`src/rtl/gfm_pkg.sv`:
```
package gfm_pkg;

    typedef enum logic [1:0] {
        S_IDLE = 2'd0,
        S_RUN  = 2'd1,
        S_DONE = 2'd2
    } gfm_state_e;

    function automatic int ceil_div(input int num, input int den);
        return (num + den - 1) / den;
    endfunction

endpackage

```
`src/rtl/gfm_bitstep.sv`:
```
// One MSB-first step: doubling modulo the field polynomial, then a conditional add of A.
module gfm_bitstep #(
    parameter int M = 163,
    parameter logic [M-1:0] TAPS = M'('hC9)
) (
    input  logic [M-1:0] acc_in,
    input  logic [M-1:0] mcand,
    input  logic         bit_in,
    output logic [M-1:0] acc_out
);
    logic         overflow;
    logic [M-1:0] doubled;

    always_comb begin
        overflow = acc_in[M-1];
        doubled  = {acc_in[M-2:0], 1'b0};
        if (overflow) begin
            doubled = doubled ^ TAPS;
        end
        acc_out = bit_in ? (doubled ^ mcand) : doubled;
    end
endmodule

```
`src/rtl/gfm_digit_chain.sv`:
```
// D bit-steps in series; digit bit D-1 is handled first.
module gfm_digit_chain #(
    parameter int M = 163,
    parameter int D = 4,
    parameter logic [M-1:0] TAPS = M'('hC9)
) (
    input  logic [M-1:0] acc_in,
    input  logic [M-1:0] mcand,
    input  logic [D-1:0] digit,
    output logic [M-1:0] acc_out
);
    logic [M-1:0] link [0:D];

    assign link[0] = acc_in;

    for (genvar i = 0; i < D; i++) begin : g_step
        gfm_bitstep #(
            .M    (M),
            .TAPS (TAPS)
        ) u_step (
            .acc_in  (link[i]),
            .mcand   (mcand),
            .bit_in  (digit[D-1-i]),
            .acc_out (link[i+1])
        );
    end

    assign acc_out = link[D];
endmodule

```
`src/rtl/gfm_ctrl.sv`:
```
module gfm_ctrl
    import gfm_pkg::*;
#(
    parameter int NDIG = 41
) (
    input  logic clk,
    input  logic rst_n,
    input  logic start,
    output logic load,
    output logic step,
    output logic busy,
    output logic done
);
    localparam int CW = (NDIG > 1) ? $clog2(NDIG) : 1;

    gfm_state_e state_q, state_d;
    logic [CW-1:0] cnt_q;
    logic          last_digit;

    assign last_digit = (cnt_q == CW'(NDIG - 1));

    // State register
    always_ff @(posedge clk or negedge rst_n) begin
        if (!rst_n) begin
            state_q <= S_IDLE;
        end else begin
            state_q <= state_d;
        end
    end

    // Digit counter
    always_ff @(posedge clk or negedge rst_n) begin
        if (!rst_n) begin
            cnt_q <= '0;
        end else if (load) begin
            cnt_q <= '0;
        end else if (step && !last_digit) begin
            cnt_q <= cnt_q + 1'b1;
        end
    end

    // Next state
    always_comb begin
        state_d = state_q;
        unique case (state_q)
            S_IDLE:  if (start) state_d = S_RUN;
            S_RUN:   if (last_digit) state_d = S_DONE;
            S_DONE:  state_d = start ? S_RUN : S_IDLE;
            default: state_d = S_IDLE;
        endcase
    end

    // Outputs
    always_comb begin
        load = 1'b0;
        step = 1'b0;
        busy = 1'b0;
        done = 1'b0;
        unique case (state_q)
            S_IDLE: load = start;
            S_RUN: begin
                step = 1'b1;
                busy = 1'b1;
            end
            S_DONE: begin
                done = 1'b1;
                load = start;
            end
            default: ;
        endcase
    end
endmodule

```
`src/rtl/gfm_msd_mul.sv`:
```
module gfm_msd_mul
    import gfm_pkg::*;
#(
    parameter int M = 163,
    parameter int D = 4,
    parameter logic [M-1:0] TAPS = M'('hC9)
) (
    input  logic         clk,
    input  logic         rst_n,
    input  logic         start,
    input  logic [M-1:0] a_in,
    input  logic [M-1:0] b_in,
    output logic         busy,
    output logic         done,
    output logic [M-1:0] product
);
    localparam int NDIG = ceil_div(M, D);
    localparam int BW   = NDIG * D;

    logic          load, step;
    logic [M-1:0]  acc_q, acc_next, mcand_q;
    logic [BW-1:0] mplier_q;
    logic [D-1:0]  cur_digit;

    gfm_ctrl #(
        .NDIG (NDIG)
    ) u_ctrl (
        .clk   (clk),
        .rst_n (rst_n),
        .start (start),
        .load  (load),
        .step  (step),
        .busy  (busy),
        .done  (done)
    );

    assign cur_digit = mplier_q[BW-1 -: D];

    gfm_digit_chain #(
        .M    (M),
        .D    (D),
        .TAPS (TAPS)
    ) u_chain (
        .acc_in  (acc_q),
        .mcand   (mcand_q),
        .digit   (cur_digit),
        .acc_out (acc_next)
    );

    always_ff @(posedge clk or negedge rst_n) begin
        if (!rst_n) begin
            acc_q    <= '0;
            mcand_q  <= '0;
            mplier_q <= '0;
        end else if (load) begin
            acc_q    <= '0;
            mcand_q  <= a_in;
            mplier_q <= BW'(b_in);
        end else if (step) begin
            acc_q    <= acc_next;
            mplier_q <= mplier_q << D;
        end
    end

    assign product = acc_q;
endmodule

```
`config.mk`:
```
export PLATFORM = sky130hd
export DESIGN_NAME = gfm_msd_mul
export DESIGN_NICKNAME = d
export VERILOG_FILES = /design/src/rtl/gfm_pkg.sv /design/src/rtl/gfm_bitstep.sv /design/src/rtl/gfm_digit_chain.sv /design/src/rtl/gfm_ctrl.sv /design/src/rtl/gfm_msd_mul.sv
export SDC_FILE = /design/constraint.sdc
export NUM_CORES = 2
export LEC_CHECK = 0
export BUFFER_PORTS_ARGS = -buffer_cell sky130_fd_sc_hd__buf_4
export CAP_MARGIN = 0
export CORE_UTILIZATION = 30
export CTS_BUF_LIST = sky130_fd_sc_hd__clkbuf_4 sky130_fd_sc_hd__clkbuf_8 sky130_fd_sc_hd__clkbuf_16
export DETAILED_ROUTE_END_ITERATION = 16
export GPL_TIMING_DRIVEN = 0
export PLACE_DENSITY_LB_ADDON = 0.08
export SKIP_CTS_REPAIR_TIMING = 1
export SKIP_LAST_GASP = 1
export SLEW_MARGIN = 20
export SYNTH_ARGS = -nofsm -noshare
export SYNTH_HDL_FRONTEND = slang
export SYNTH_SLANG_ARGS = --single-unit
```
`constraint.sdc`:
```
create_clock -name clk -period 2.9 [get_ports clk]
set_input_delay 0 -clock clk [delete_from_list [all_inputs] [get_ports clk]]
set_output_delay 0 -clock clk [all_outputs]
set_load 0.02 [all_outputs]
```
==> run_results.csv <==
group,metric,value,unit
status,status,"complete, no violations",
cells_and_area,nNetsFinal,4562,
min_path,min_path_cells,4,
sta,slew_violations,0,
clock_network,cts_tree,"done",
synthesis,synth-edff-count,0,
cells_and_area,stdcell_count,5472,
sta,worst_pin_slew,0.947,ns
worst_setup_path,criticalPathCategory,"reg -> reg",
placement,io_buffers,493,
die,pin_count,494,
synthesis,async_flop_share,100,%
drt,post_drt_wl_per_cell,17.9,um
sta,fmaxAchievable,0.384,GHz
synthesis,synth.area.top_cells,"dfrtp_1 45%, nand2_1 22%, xnor2_1 15%, xor2_1 5.3%, a22oi_1 4.3%",
synthesis,yosys_warnings,0,
worst_setup_path,required,3.45,ns
sta,finalHoldViolCount,0,
drt,wl_met1,43800,um
cells_and_area,stdcell_area,38600,um^2
die,rows,111,
grt,grt.total_usage,20.5,%
clock_network,cts_sinks,498,
clock_network,insertion_delay,0.62,ns
die,coreArea,91500,um^2
synthesis,syn-cell-area,27700,um^2
drt,wl_met3,4740,um
synthesis,yosysSeqAreaShare,45.0,%
power_and_ir_drop,powerDensity,1270,nW/um^2
cells_and_area,area_growth,39.5,%
clock_network,cts_htree_levels,3,
worst_setup_path,rr_worst_depth,9,
sta,relSlewSlack,36.9,%
cells_and_area,fin_util,42.2,%
synthesis,synthDistinctLibCells,29,
drt,firstDrtPassIters,5,
die,start_util,30.2,%
drt,drtIter0Drc,1235,
power_and_ir_drop,p_leak,17.4,nW
grt,grt-ovfl-total,0,
synthesis,ys.flop_type,"dfrtp_1",
placement,gp_congestion,0.780,
die,dieArea,93500,um^2
die,die_w,306,um
synthesis,ys_top_cells_by_count,"1621 x nand2_1, 498 x dfrtp_1, 483 x xnor2_1, 168 x xor2_1, 159 x a22oi_1",
synthesis,syn_inst,3334,
drt,vias,24400,
sta,fin_skew,0.0254,ns
drt,routed_wl,97700,um
grt,grt_first_pass_wirelength,147000,um
grt,grt_max_degree,91,
power_and_ir_drop,ir_drop,0.438,mV
drt,vias_per_cell,4.46,
cells_and_area,drive_gt1_share,16.7,%
placement,dpl.cell_count,5020,
synthesis,yosysTopAreaCell,"dfrtp_1",
sta,grt_setup_unrepaired,"no",
clock_network,root_buffer,"clkbuf_16",
die,die_y,306,um
clock_network,cts_buffers,66,
synthesis,synth-seq-cells,498,
worst_setup_path,arrival,3.15,ns
clock_network,cts_buffer_depth,3,
drt,ant_nets,0,
clock_network,clk_pin_slew,0.05,ns
placement,dp_hpwl,71400,um
min_path,min_path_type,"in -> reg",
worst_setup_path,crit_path_end_kind,"flip-flop",
sta,fin_crit,2.60,ns
placement,detailed_place.area,33100,um^2
drt,top_layer,"met5",
worst_setup_path,cp_max_fo,10,
grt,antenna_found_initial,14,
sta,setup_violations,0,
worst_setup_path,startpoint_type,"flip-flop",
job,drv_cap,0,
grt,grt_pass1_vias,23700,
drt,drc_errors,0,
drt,wl_met2,47100,um
synthesis,syn_nets,3665,
synthesis,syn_avg_cell_area,8.30,um^2
synthesis,synth_top_area_share,45.0,%
sta,finalCritPeriodShare,89.8,%
synthesis,yosysMostFrequentCell,"nand2_1",
-- placed cells by master, fill, tap and decap left out, types with 3 or more instances in the layout --
cell / n
nand2_1: 1621
buf_4: 507
dfrtp_1: 498
xnor2_1: 483
dlygate4sd3_1: 328
xor2_1: 168
a22oi_1: 159
clkbuf_1: 99
o21ai_0: 84
o21ai_1: 78
clkbuf_16: 67
buf_2: 57
clkbuf_8: 17
buf_6: 15
clkbuf_4: 15
buf_1: 10
clkinv_2: 9
buf_16: 8
a22o_1: 7
xnor3_1: 6
nor2_1: 6
diode_2: 5
nand3_1: 5
inv_6: 4
clkbuf_2: 3
nand4_1: 3
-- area by class of cell --
cell class / instances / area, um^2
diodes: 5 / 12.5
plain buffers: 199 / 991
clock buffers: 99 / 2020
clock inverters: 19 / 188
fillers: 9325 / 52900
inverters: 3 / 11.3
multi-input cells: 2634 / 14200
flip-flops and latches: 498 / 12500
well taps: 1186 / 1480
repair buffers: 829 / 7210
-- per-layer routing --
| metal | track usage (%) | up-vias |
|---|---|---|
| met1 | 26.4 | 11500 |
| met2 | 33.7 | 487 |
| met3 | 5.63 | 112 |
| li1 | - | 12300 |
| met4 | 5.48 | 12 |
| met5 | 0 | - |
-- metrics by stage --
| stage | setup TNS [ns] | hold WS (ns) | power [mW] | setup WS [ns] |
|---|---|---|---|---|
| 6_report | 0 | 0.119 | 48.9 | 0.297 |
| 3_3_place_gp | -2045.47 | 0.193 | 40.4 | -4.21 |
| 3_5_place_dp | 0 | -0.0741 | 40.6 | 0.245 |
| 5_1_grt | 0 | 0.107 | 53.0 | 0.0862 |
| 2_1_floorplan | 0 | -0.296 | 32.4 | 1.36 |
| 4_1_cts | 0 | -0.754 | 49.2 | 0.232 |
-- report_power, final --
part / internal (mW) / switching (mW) / total [mW]
combinational: 12.0 / 13.9 / 25.9
clock: 5.02 / 3.35 / 8.38
sequential: 10.7 / 3.90 / 14.6
total: 27.7 / 21.2 / 48.9
-- worst max-delay path: stages (launching register included) --
cell and delay (ns):
dfrtp_1 0.43, nand2b_1 0.08, buf_2 0.38, inv_2 0.20, nor2_2 0.16, buf_2 0.49
buf_2 0.40, buf_4 0.25, nand2_1 0.07, nand2_1 0.07
-- kinds of logic (layout without fill, tap and decap cells) --
| group | after synthesis | after routing | share of synthesized area, % |
|---|---|---|---|
| AOI/OAI and AO/OA | 328 | 328 | 7.46 |
| adders and majority gates | 2 | 2 | 0.0904 |
| DFF | 498 | 498 | 45.0 |
| and+or+nand+nor | 1643 | 1643 | 22.4 |
| buffers and inverters | 202 | 1149 | 3.61 |
| other | 0 | 5 | 0 |
| xor gates and xnor gates | 661 | 661 | 21.4 |
-- flip-flops by register name, indices dropped and copies added (netlist names) --
name	flops
u_ctrl.state_q	2
mcand_q	163
u_ctrl.cnt_q	6
product	163
mplier_q	164
-- final timing paths --
kind	startpoint	to	slack [ns]
hold / removal	a_in[122]	mcand_q[122]	0.12
setup / recovery	u_ctrl.state_q[0]	mplier_q[40]	0.30
setup reg to reg	u_ctrl.state_q[0]	mplier_q[40]	0.30
min in group asynchronous	rst_n	mcand_q[140]	0.48
max in group asynchronous	rst_n	mcand_q[82]	1.18
hold reg to reg	mplier_q[43]	mplier_q[43]	0.48
No activity file was read; power rests on OpenSTA's default activity.
